## src/rtl/crc_ser_pkg.sv

```systemverilog
package crc_ser_pkg;
  typedef enum logic [1:0] {
    CRC_SEL_15 = 2'd0,
    CRC_SEL_17 = 2'd1,
    CRC_SEL_21 = 2'd2
  } crc_sel_e;
endpackage

```

## src/rtl/crc_bit_counter.sv

```systemverilog
module crc_bit_counter #(
  parameter int MAXW = 21,
  localparam int CW = $clog2(MAXW + 1)
) (
  input  logic          clk_i,
  input  logic          rst_ni,
  input  logic          load_i,
  input  logic [CW-1:0] len_i,
  input  logic          step_i,
  output logic          busy_o,
  output logic          done_o
);
  logic [CW-1:0] cnt_q;
  logic          act_q;

  always_ff @(posedge clk_i or negedge rst_ni) begin
    if (!rst_ni) begin
      cnt_q <= '0;
      act_q <= 1'b0;
    end else if (load_i) begin
      cnt_q <= len_i;
      act_q <= 1'b1;
    end else if (step_i && act_q && cnt_q != '0) begin
      cnt_q <= cnt_q - 1'b1;
    end
  end

  assign busy_o = act_q && (cnt_q != '0);
  assign done_o = act_q && (cnt_q == '0);

  a_r4_cnt_in_range: assert property (@(posedge clk_i) disable iff (!rst_ni)
    int'(cnt_q) <= MAXW);
  a_r4_cnt_one_step: assert property (@(posedge clk_i) disable iff (!rst_ni)
    (!load_i && busy_o) |=> (int'(cnt_q) >= int'($past(cnt_q)) - 1));
endmodule

```

## src/rtl/crc_tx_shifter.sv

```systemverilog
module crc_tx_shifter #(
  parameter int MAXW = 21
) (
  input  logic            clk_i,
  input  logic            rst_ni,
  input  logic            load_i,
  input  logic [MAXW-1:0] val_i,
  input  logic            step_i,
  output logic            msb_o
);
  logic [MAXW-1:0] sr_q;

  always_ff @(posedge clk_i or negedge rst_ni) begin
    if (!rst_ni)      sr_q <= '1;
    else if (load_i)  sr_q <= val_i;
    else if (step_i)  sr_q <= {sr_q[MAXW-2:0], 1'b1};
  end

  assign msb_o = sr_q[MAXW-1];
endmodule

```

## src/rtl/crc_rx_shifter.sv

```systemverilog
module crc_rx_shifter #(
  parameter int MAXW = 21
) (
  input  logic            clk_i,
  input  logic            rst_ni,
  input  logic            clear_i,
  input  logic            step_i,
  input  logic            bit_i,
  output logic [MAXW-1:0] val_o
);
  logic [MAXW-1:0] sr_q;

  always_ff @(posedge clk_i or negedge rst_ni) begin
    if (!rst_ni)      sr_q <= '0;
    else if (clear_i) sr_q <= '0;
    else if (step_i)  sr_q <= {sr_q[MAXW-2:0], bit_i};
  end

  assign val_o = sr_q;
endmodule

```

## src/rtl/can_crc_serializer.sv

```systemverilog
module can_crc_serializer
  import crc_ser_pkg::*;
#(
  parameter int W_A = 15,
  parameter int W_B = 17,
  parameter int W_C = 21,
  localparam int MAXW = W_C,
  localparam int CW = $clog2(MAXW + 1)
) (
  input  logic           clk_i,
  input  logic           rst_ni,
  input  logic [1:0]     len_sel_i,
  input  logic [W_A-1:0] crc15_i,
  input  logic [W_B-1:0] crc17_i,
  input  logic [W_C-1:0] crc21_i,
  input  logic           field_start_i,
  input  logic           bit_en_i,
  input  logic           rx_bit_i,
  output logic           tx_bit_o,
  output logic           done_o,
  output logic           match_o
);
  logic [CW-1:0]   len_d, len_q;
  logic [MAXW-1:0] exp_d, exp_q, aligned_d, rx_val, mask;
  logic            busy, cnt_done, step, tx_msb;

  always_comb begin
    unique case (crc_sel_e'(len_sel_i))
      CRC_SEL_15: begin
        len_d = CW'(W_A);
        exp_d = MAXW'(crc15_i);
      end
      CRC_SEL_17: begin
        len_d = CW'(W_B);
        exp_d = MAXW'(crc17_i);
      end
      default: begin
        len_d = CW'(W_C);
        exp_d = MAXW'(crc21_i);
      end
    endcase
    // left-align so the first bit always sits at the MSB
    aligned_d = exp_d << (CW'(MAXW) - len_d);
  end

  always_ff @(posedge clk_i or negedge rst_ni) begin
    if (!rst_ni) begin
      len_q <= CW'(W_C);
      exp_q <= '0;
    end else if (field_start_i) begin
      len_q <= len_d;
      exp_q <= exp_d;
    end
  end

  assign step = bit_en_i && busy && !field_start_i;

  crc_bit_counter #(.MAXW(MAXW)) u_cnt (
    .clk_i  (clk_i),
    .rst_ni (rst_ni),
    .load_i (field_start_i),
    .len_i  (len_d),
    .step_i (step),
    .busy_o (busy),
    .done_o (cnt_done)
  );

  crc_tx_shifter #(.MAXW(MAXW)) u_tx (
    .clk_i  (clk_i),
    .rst_ni (rst_ni),
    .load_i (field_start_i),
    .val_i  (aligned_d),
    .step_i (step),
    .msb_o  (tx_msb)
  );

  crc_rx_shifter #(.MAXW(MAXW)) u_rx (
    .clk_i   (clk_i),
    .rst_ni  (rst_ni),
    .clear_i (field_start_i),
    .step_i  (step),
    .bit_i   (rx_bit_i),
    .val_o   (rx_val)
  );

  // len_q == MAXW wraps the shift to zero, giving all ones
  assign mask     = (MAXW'(1) << len_q) - MAXW'(1);
  assign tx_bit_o = busy ? tx_msb : 1'b1;
  assign done_o   = cnt_done;
  assign match_o  = cnt_done && (((rx_val ^ exp_q) & mask) == '0);

  a_r4_done_holds: assert property (@(posedge clk_i) disable iff (!rst_ni)
    (done_o && !field_start_i) |=> done_o);
  a_r7_start_clears_done: assert property (@(posedge clk_i) disable iff (!rst_ni)
    field_start_i |=> !done_o);
  a_r5_match_needs_done: assert property (@(posedge clk_i) disable iff (!rst_ni)
    match_o |-> done_o);
  a_r9_recessive_when_done: assert property (@(posedge clk_i) disable iff (!rst_ni)
    done_o |-> tx_bit_o);
  a_r3_hold_without_en: assert property (@(posedge clk_i) disable iff (!rst_ni)
    (!bit_en_i && !field_start_i) |=> ($stable(tx_bit_o) && $stable(done_o)));
  a_r8_match_stable_after_done: assert property (@(posedge clk_i) disable iff (!rst_ni)
    (done_o && !field_start_i) |=> $stable(match_o));
endmodule

```

## config.mk

```make
export PLATFORM = sky130hd
export DESIGN_NAME = can_crc_serializer
export DESIGN_NICKNAME = d
export VERILOG_FILES = /design/src/rtl/crc_ser_pkg.sv /design/src/rtl/crc_bit_counter.sv /design/src/rtl/crc_tx_shifter.sv /design/src/rtl/crc_rx_shifter.sv /design/src/rtl/can_crc_serializer.sv
export SDC_FILE = /design/constraint.sdc
export NUM_CORES = 1
export LEC_CHECK = 0
export CAP_MARGIN = 20
export CORE_MARGIN = 2
export CORE_UTILIZATION = 55
export DETAILED_ROUTE_END_ITERATION = 12
export DONT_BUFFER_PORTS = 1
export GPL_ROUTABILITY_DRIVEN = 0
export MAX_ROUTING_LAYER = met4
export PLACE_DENSITY_LB_ADDON = 0.12
export SLEW_MARGIN = 25
export SYNTH_ARGS = -nofsm -noshare
export SYNTH_HDL_FRONTEND = slang
export SYNTH_SLANG_ARGS = --single-unit
```

## constraint.sdc

```tcl
create_clock -name clk_i -period 2.9 [get_ports clk_i]
set_input_delay 0.58 -clock clk_i [delete_from_list [all_inputs] [get_ports clk_i]]
set_output_delay 0.58 -clock clk_i [all_outputs]
set_load 0.02 [all_outputs]
```

==> run_results.csv, run 1 <==
group,metric,value,unit
routing,drc_errors,0,
die,initial_core_util,57.1,%
sta,fin_ws,0.0745,ns
sta,clock_skew,0.00847,ns
yosys,yosys-top-cells-area,"dfrtp_1 (32%), dfstp_2 (16%), nand2_1 (8.3%), a21oi_1 (6.6%), xnor2_1 (3.6%)",
sta,worst_pin_slew,0.887,ns
sta,finalMaxSlewViolations,0,
clock_network,clockBufferDepth,2,
routing,wl,9370,um
sta,slew_headroom,40.8,%
place,post-place-ws,0.314,ns
setup_path,crit_type,"flip-flop to output pin",
worst_hold_path,worstHoldPathType,"input pin to asynchronous set/reset pin",
power_and_ir_drop,ir_drop,0.291,mV
die,rows,30,
final_layout,antennaDiodeCount,0,
die,die-width,88.0,um
power_and_ir_drop,switchingPower,589,uW
yosys,ys.warnings.count,0,
global_routing,antenna_found_initial,0,
global_routing,first_global_vias,2957,
global_routing,grt_pass1_wl,15200,um
yosys,avgSynthCellArea,9.06,um2
global_routing,grt_util_met3,3.68,%
routing,dr.pass1.iters,4,
yosys,syn_nets,491,
yosys,synth_most_common_cell,"nand2_1",
yosys,yosysUniqueCellTypes,48,
yosys,synthCells,428,
final_layout,num-nets-final,486,
setup_path,cp-start-kind,"flip-flop",
clock_network,clock-root-buffer,"clkbuf_8",
status,outcome,"completed",
setup_path,arrival,2.25,ns
power_and_ir_drop,combinationalPowerShare,13.5,%
sta,fmax,0.354,GHz
job,max_cap_violations,0,
power_and_ir_drop,power_frac_seq,49.2,%
clock_network,path_clk_slew,0.07,ns
yosys,synth_edf_count,0,
global_routing,overflow,0,
power_and_ir_drop,powerDensity,559,nW/um2
clock_network,cts_tree,"done",
sta,final-hold-violation-count,0,
routing,viasPerCell,5.84,
yosys,synth_ff_type,"dfrtp_1",
die,dieArea,7740,um2
sta,post-route-period-util,97.4,%
clock_network,clkSinkCount,72,
place,port_buffers,0,
place,dp.cells,499,
routing,vias,3058,
global_routing,grt_usage,27.2,%
global_routing,grt_start_max_net_pins,66,
die,dieHeight,88.0,um
power_and_ir_drop,clkPwrFrac,37.3,%
place,dpl.hpwl,6300,um
die,core,6790,um2
sta,fin_tns_setup,0,ns
sta,setup_violations,0,
routing,ant_nets,0,
setup_path,cp-end-kind,"output pin",
global_routing,busiest_layer,"met2",
sta,period_minus_slack,2.83,ns
yosys,yosysTopAreaCell,"dfrtp_1",
routing,avgRoutedWirePerCell,17.9,um
setup_path,path_max_fanout,2,
clock_network,insertion_delay,0.34,ns
setup_path,critical_path_required,2.32,ns
final_layout,area_delta_synth_final,9.75,%
die,io_pins,63,
power_and_ir_drop,p_sw_share,24.8,%
routing,drtIter0Drc,243,
yosys,synthTopCellsByCount,"nand2_1 (86), a21oi_1 (51), dfrtp_1 (49), dfstp_2 (23), clkbuf_1 (20)",
yosys,netlist_area,3880,um2
global_routing,use_met2,40.2,%
yosys,synth-async-reset-ratio,100,%
yosys,synth_top_area_share,31.6,%
clock_network,htreeDepth,3,
final_layout,fin_cells,524,
yosys,ys_seq_area_share,47.2,%
power_and_ir_drop,internal-power,1790,uW
final_layout,layout-drive-gt1-share,15.7,%
sta,rsz0062_at_grt,"no",
global_routing,grt_use_met1,38.2,%
clock_network,numCtsBuffers,9,
yosys,ys_ff_latch,72,
power_and_ir_drop,power_leakage,0.00180,uW
critical path: stages (launching register included):
cell,delay (ns)
dfstp_2,0.37
or3_4,0.40
ha_4,0.28
o21ai_2,0.07
nor3_4,0.17
o21ai_2,0.09
a2111oi_4,0.32
buf_4,0.19
power by group through the flow:
stage	combinational, uW	sequential [uW]	clock [uW]
global route	357	1180	943
floorplan	252	1170	0
global placement	269	1190	0
detailed placement	274	1190	0
finish	320	1170	887
CTS	309	1170	899
layout make-up:
| type | count | area, um2 |
|---|---|---|
| clock inverter | 3 | 65.1 |
| inverter | 9 | 33.8 |
| tap | 96 | 120 |
| timing repair buffer | 13 | 118 |
| fill | 582 | 2540 |
| sequential | 72 | 1830 |
| clock buffer | 13 | 159 |
| multi-input combinational | 318 | 1930 |
flip-flops by register name (all words and copies together) (netlist names):
signal,cells
exp_q,21
len_q,3
u_cnt.act_q,1
u_cnt.cnt_q,5
u_rx.val_o,21
u_tx.sr_q,21
logic make-up (layout without fill, tap and decap cells):
kind of cell | count (synthesis) | in the layout | share of synthesized area [%]
other | 1 | 1 | 0.0967
buffers and inverters | 38 | 38 | 4.55
adder cells (fa/ha/maj) | 3 | 3 | 0.968
flip-flops | 72 | 72 | 47.2
AO/OA/AOI/OAI | 123 | 123 | 19.4
AND/OR/NAND/NOR | 147 | 147 | 17.1
multiplexers | 18 | 18 | 4.81
XOR/XNOR | 26 | 26 | 5.87
what timing repair did:
| item | CTS | global route |
|---|---|---|
| buffers inserted | 6 | 2 |
| setup endpoints to repair | 1 | 1 |
| pin swaps | 5 | 3 |
| resized for setup | 5 | 7 |
| endpoints found under the hold margin | 49 | 0 |
| hold buffers | 1 | 0 |
layout by cell type, fill, tap and decap left out, types with 11 or more instances in the layout:
| cell | n |
|---|---|
| a21oi_1 | 51 |
| mux2i_1 | 13 |
| o21ai_0 | 14 |
| buf_4 | 12 |
| nand2_1 | 85 |
| nor2_1 | 17 |
| dfstp_2 | 23 |
| o21ai_1 | 11 |
| nand2b_1 | 11 |
| dfrtp_1 | 49 |
| xnor2_1 | 16 |
| clkbuf_8 | 11 |
per-stage QoR:
stage | area [um2] | utilization (%) | hold WS (ns) | total power (uW)
2_1_floorplan | 3880 | - | 0.284 | 1420
3_3_place_gp | 3880 | 57.2 | 0.287 | 1460
3_5_place_dp | 3880 | 57.2 | 0.288 | 1460
4_1_cts | 4210 | 61.9 | 0.0659 | 2380
5_1_grt | 4250 | 62.6 | 0.0589 | 2480
6_report | 4250 | 62.6 | 0.0741 | 2380
metal layers:
| layer | vias up | wire length [um] |
|---|---|---|
| met5 | - | 0 |
| met4 | 0 | 197 |
| met3 | 14 | 438 |
| met2 | 79 | 4420 |
| met1 | 1493 | 4320 |
| li1 | 1472 | - |
path summary, 6_finish.rpt:
check / slack (ns) / endpoint / cells past startpoint / start
worst max register to register: 0.72 / u_tx.sr_q[10] / 8 / u_cnt.cnt_q[0]
worst min register to register: 0.48 / u_tx.sr_q[13] / 2 / u_tx.sr_q[12]
worst min-delay path: 0.07 / u_tx.sr_q[8] / 0 / rst_ni
worst max-delay path: 0.07 / match_o / 7 / len_q[2]
min in group clk_i: 0.30 / u_tx.sr_q[5] / 1 / field_start_i
max in group asynchronous: 2.59 / u_cnt.cnt_q[1] / 1 / rst_ni
No activity file was read; power rests on OpenSTA's default activity.
==> run 2: changes to the inputs <==
--- a/config.mk
+++ b/config.mk
@@ -11,6 +11,7 @@
 export DETAILED_ROUTE_END_ITERATION = 12
 export DONT_BUFFER_PORTS = 1
 export GPL_ROUTABILITY_DRIVEN = 0
+export GPL_TIMING_DRIVEN = 0
 export MAX_ROUTING_LAYER = met4
 export PLACE_DENSITY_LB_ADDON = 0.12
 export SLEW_MARGIN = 25
==> run 2 against run 1 <==
Fmax shrank 0.96%. Sequential share of layout area shrank 0.68 points. Highest routed layer unchanged. Final area grew 1.7%. Global-route usage grew 3.3 points. First-iteration DRC count grew 3.7%. Critical path type unchanged. Non-clock buffer count grew 25. Utilization grew 1.0 points. Critical endpoint unchanged. Clock power shrank 13%. Wire length grew 12%.
==> run_results.csv, run 2 (same netlist as run 1, synthesis figures left out) <==
group,metric,value,unit
sta,finalMaxSlewViolations,0,
routing,drt-met1-wl,4370,um
setup_path,cp-start-kind,"flip-flop",
clock_network,clock-root-buffer,"clkbuf_8",
die,die-width,88.0,um
die,core,6790,um2
routing,avgRoutedWirePerCell,19.1,um
sta,worst_pin_slew,0.621,ns
global_routing,grt_usage,30.5,%
place,dpl.hpwl,7520,um
power_and_ir_drop,internal-power,1680,uW
final_layout,regArea,1830,um2
final_layout,num-nets-final,511,
final_layout,fin_cells,548,
clock_network,cts_tree,"done",
global_routing,grt_pass1_wl,16700,um
setup_path,crit_type,"flip-flop to output pin",
sta,post-route-period-util,98.4,%
status,outcome,"completed",
setup_path,cp-end-kind,"output pin",
clock_network,clockBufferDepth,2,
power_and_ir_drop,clkPwrFrac,33.5,%
routing,wl_met3,824,um
global_routing,antenna_found_initial,0,
place,place_area,4000,um2
routing,dr.pass1.iters,4,
final_layout,fin_area,4330,um2
sta,holdWs,0.0692,ns
clock_network,insertion_delay,0.35,ns
final_layout,final_cell_mix,"nand2_1 (85), a21oi_1 (51), dfrtp_1 (48)",
routing,ant_nets,0,
global_routing,grt_start_max_net_pins,50,
routing,vias,3207,
clock_network,path_clk_slew,0.07,ns
power_and_ir_drop,ir_drop,0.297,mV
place,post-place-ws,0.189,ns
routing,wl,10500,um
routing,wl_met2,5000,um
global_routing,overflow,0,
routing,viasPerCell,5.85,
routing,drtIter0Drc,252,
sta,setup_violations,0,
routing,drc_errors,0,
sta,fin_ws,0.0472,ns
place,port_buffers,0,
clock_network,numCtsBuffers,9,
clock_network,clkSinkCount,72,
job,max_cap_violations,0,
sta,period_minus_slack,2.85,ns
setup_path,path_max_fanout,2,
final_layout,layout_commonest_cell,"nand2_1",
final_layout,area_delta_synth_final,11.6,%
final_layout,fin_util,63.7,%
final_layout,multiInputGateArea,1920,um2
setup_path,critical_path_required,2.32,ns
worst_hold_path,worstHoldPathType,"input pin to asynchronous set/reset pin",
die,initial_core_util,57.1,%
final_layout,antennaDiodeCount,0,
power_and_ir_drop,power_frac_seq,50.5,%
clock_network,htreeDepth,3,
die,dieArea,7740,um2
global_routing,first_global_vias,3182,
power_and_ir_drop,powerDensity,536,nW/um2
place,dp.cells,524,
sta,slew_headroom,58.6,%
power_and_ir_drop,power_leakage,0.00182,uW
routing,dr.max_layer_used,"met4",
sta,fmax,0.351,GHz
final_layout,layout-drive-gt1-share,14.6,%
power_and_ir_drop,p_sw_share,27.5,%
sta,final-hold-violation-count,0,
power_and_ir_drop,switchingPower,637,uW
final_layout,fillers,590,
die,io_pins,63,
power_and_ir_drop,combinationalPowerShare,16.0,%
die,rows,30,
sta,clock_skew,0.00636,ns
die,dieHeight,88.0,um
setup_path,arrival,2.27,ns
==> run 2: critical path: stages, from the launching register on <==
cell and delay [ns]:
dfstp_2 0.38, or3_4 0.40, ha_4 0.27, o21ai_1 0.11, nor3_4 0.19, o21ai_2 0.09
a2111oi_4 0.48
==> run 2: cell type report <==
class                      instances  area share (%)
clock buffer                      11            3.27
sequential                        72            42.3
tap                               96            2.78
multi-input combinational        318            44.4
clock inverter                     4            1.07
timing repair buffer               9            2.02
inverter                           9           0.781
buffer                            29            3.30
==> run 2: path summary, 6_finish.rpt <==
path                           startpoint             end  slack, ns  cells after the start
min                                rst_ni    u_tx.sr_q[9]       0.07                      0
max                              len_q[2]         match_o       0.05                      6
min in group clk_i             crc21_i[3]    u_tx.sr_q[3]       0.33                      2
min reg2reg                      exp_q[7]        exp_q[7]       0.50                      1
max in group asynchronous          rst_ni        len_q[3]       2.59                      1
max reg2reg                u_cnt.cnt_q[0]  u_rx.val_o[12]       0.76                      8
==> run 2: metal layers <==
layer  track usage [%]  vias up
met2              44.4      133
met1              41.9     1540
met3              6.97       23
met4              10.9        0
met5                 -        -
li1                  -     1511
==> run 2: metrics by stage <==
stage | TNS (ns) | power (uW)
after detailed placement | 0 | 1510
after global placement | 0 | 1500
after floorplan | 0 | 1420
after global routing | -0.0211 | 2430
final | 0 | 2320
after CTS | 0 | 2310
==> run 2: power by group through the flow <==
stage	sequential, uW	clock [uW]	combinational, uW
after global routing	1180	835	413
after global placement	1190	0	314
after CTS	1170	778	358
final	1170	776	372
after detailed placement	1190	0	319
after floorplan	1170	0	252
==> run 2: repair_timing <==
item                                    in CTS  in global routing
endpoints found under the hold margin       49                  0
setup buffers                                5                  3
hold buffers                                 1                  0
pin swaps                                    4                  2
endpoints found under the setup margin       1                  1
resized for setup                            7                  4
==> run 3: changes to the inputs <==
--- a/config.mk
+++ b/config.mk
@@ -7,7 +7,7 @@
 export LEC_CHECK = 0
 export CAP_MARGIN = 20
 export CORE_MARGIN = 2
-export CORE_UTILIZATION = 55
+export CORE_UTILIZATION = 40
 export DETAILED_ROUTE_END_ITERATION = 12
 export DONT_BUFFER_PORTS = 1
 export GPL_ROUTABILITY_DRIVEN = 0
==> run 3 against run 2 <==
Worst setup slack gained 0.020 ns. Non-clock buffer count grew 1. Global-route usage shrank 6.2 points. Count of clock-buffer cells in the layout grew 1. Hold slack lost 0.0073 ns. Clock power grew 8.5%. Utilization shrank 16 points.
==> run_results.csv, run 3 (same netlist as run 1, synthesis figures left out) <==
group,metric,value,unit
status,outcome,"completed",
clock_network,clkSinkCount,72,
sta,final-hold-violation-count,0,
global_routing,grt_start_max_net_pins,50,
routing,ant_nets,0,
place,port_buffers,0,
global_routing,first_global_vias,3159,
global_routing,antenna_found_initial,0,
final_layout,num-nets-final,512,
power_and_ir_drop,switchingPower,673,uW
power_and_ir_drop,clkPwrFrac,35.3,%
global_routing,grt_usage,24.3,%
final_layout,final_cell_mix,"nand2_1 (85), a21oi_1 (51), dfrtp_1 (48)",
sta,slew_headroom,55.9,%
setup_path,cp-end-kind,"output pin",
setup_path,rr_endpoint,"u_rx.val_o[12]",
power_and_ir_drop,p_sw_share,28.2,%
final_layout,fin_util,47.2,%
routing,drc_errors,0,
setup_path,critical_path_required,2.32,ns
sta,setup_violations,0,
global_routing,overflow,0,
die,io_pins,63,
die,rows,35,
setup_path,crit_type,"flip-flop to output pin",
sta,clock_skew,0.0104,ns
clock_network,clockBufferDepth,2,
power_and_ir_drop,powerDensity,542,nW/um2
die,core,9330,um2
sta,period_minus_slack,2.83,ns
final_layout,antennaDiodeCount,0,
power_and_ir_drop,ir_drop,0.270,mV
sta,finalMaxSlewViolations,0,
power_and_ir_drop,totalPowerFinal,2390,uW
final_layout,fillers,950,
clock_network,cts_tree,"done",
power_and_ir_drop,combinationalPowerShare,15.8,%
job,max_cap_violations,0,
power_and_ir_drop,internal-power,1710,uW
routing,dr.pass1.iters,5,
clock_network,insertion_delay,0.35,ns
final_layout,fin_cells,583,
die,initial_core_util,41.6,%
clock_network,path_clk_slew,0.08,ns
setup_path,r2r_start,"u_cnt.cnt_q[1]",
sta,worst_pin_slew,0.661,ns
setup_path,rr_worst_depth,9,
power_and_ir_drop,power_frac_seq,48.9,%
sta,holdWs,0.0619,ns
sta,fin_tns_setup,0,ns
setup_path,arrival,2.25,ns
place,dp.cells,557,
setup_path,path_max_fanout,2,
place,dpl.hpwl,8180,um
global_routing,grt_pass1_wl,17900,um
clock_network,clock-root-buffer,"clkbuf_8",
routing,wl,11400,um
routing,viasPerCell,5.48,
sta,fmax,0.353,GHz
routing,avgRoutedWirePerCell,19.6,um
die,die-width,102,um
final_layout,layout-drive-gt1-share,15.9,%
clock_network,numCtsBuffers,9,
sta,post-route-period-util,97.7,%
routing,vias,3195,
setup_path,reg2reg_slack,0.68,ns
final_layout,area_delta_synth_final,13.7,%
routing,drtIter0Drc,255,
power_and_ir_drop,power_leakage,0.00184,uW
clock_network,htreeDepth,3,
worst_hold_path,worstHoldPathType,"input pin to asynchronous set/reset pin",
die,dieHeight,102,um
final_layout,layout_commonest_cell,"nand2_1",
setup_path,cp-start-kind,"flip-flop",
die,dieArea,10500,um2
-- run 3: repair_timing --
action | CTS | global route
endpoints found under the setup margin | 1 | 1
hold buffers | 1 | 0
gates resized for setup | 8 | 6
setup buffers | 6 | 3
pin swaps | 5 | 3
endpoints found under the hold margin | 49 | 0
-- run 3: stage by stage --
step	area [um2]	setup WS (ns)
floorplan	3880	0.386
global placement	4040	0.119
detailed placement	4040	0.135
CTS	4360	-0.0459
global route	4410	-0.0227
finish	4410	0.0672
-- run 3: how the worst max path moves through the flow --
| stage | to | from | depth (start not counted) | slack, ns |
|---|---|---|---|---|
| CTS | match_o | len_q[3] | 6 | -0.05 |
| floorplan | match_o | len_q[4] | 6 | 0.39 |
| global route | match_o | len_q[3] | 6 | -0.02 |
| finish | match_o | len_q[4] | 6 | 0.07 |
| detailed placement | match_o | len_q[3] | 6 | 0.14 |
| global placement | match_o | len_q[3] | 6 | 0.12 |
-- run 3: cell type report --
class / instances / area (um2) / share of cell area (%)
inverter: 9 / 33.8 / 0.767
timing repair buffer: 10 / 95.1 / 2.16
clock buffer: 12 / 155 / 3.52
multi-input combinational: 318 / 1930 / 43.9
tap: 129 / 161 / 3.66
clock inverter: 4 / 52.6 / 1.19
buffer: 29 / 143 / 3.24
sequential: 72 / 1830 / 41.6
-- run 3: power by group through the flow --
stage	clock network, uW	logic [uW]	registers, uW
after floorplan	0	252	1170
after global placement	0	323	1190
after detailed placement	0	327	1190
after CTS	862	368	1170
after global routing	902	421	1180
final	842	378	1170
-- run 3: per-layer routing --
layer	global-route usage, %	part of all wire, %	up-vias
met5	-	0	-
met4	8.62	2.1	0
met3	4.65	7.3	21
met2	34.9	46	105
met1	34.1	45	1551
li1	-	-	1518
-- run 3: critical path, stage by stage (launching register included) --
cell and delay [ns]:
dfstp_2 0.38, or3_4 0.40, ha_4 0.27, o21ai_2 0.07, nor3_4 0.19, o21ai_2 0.10, a2111oi_4 0.49
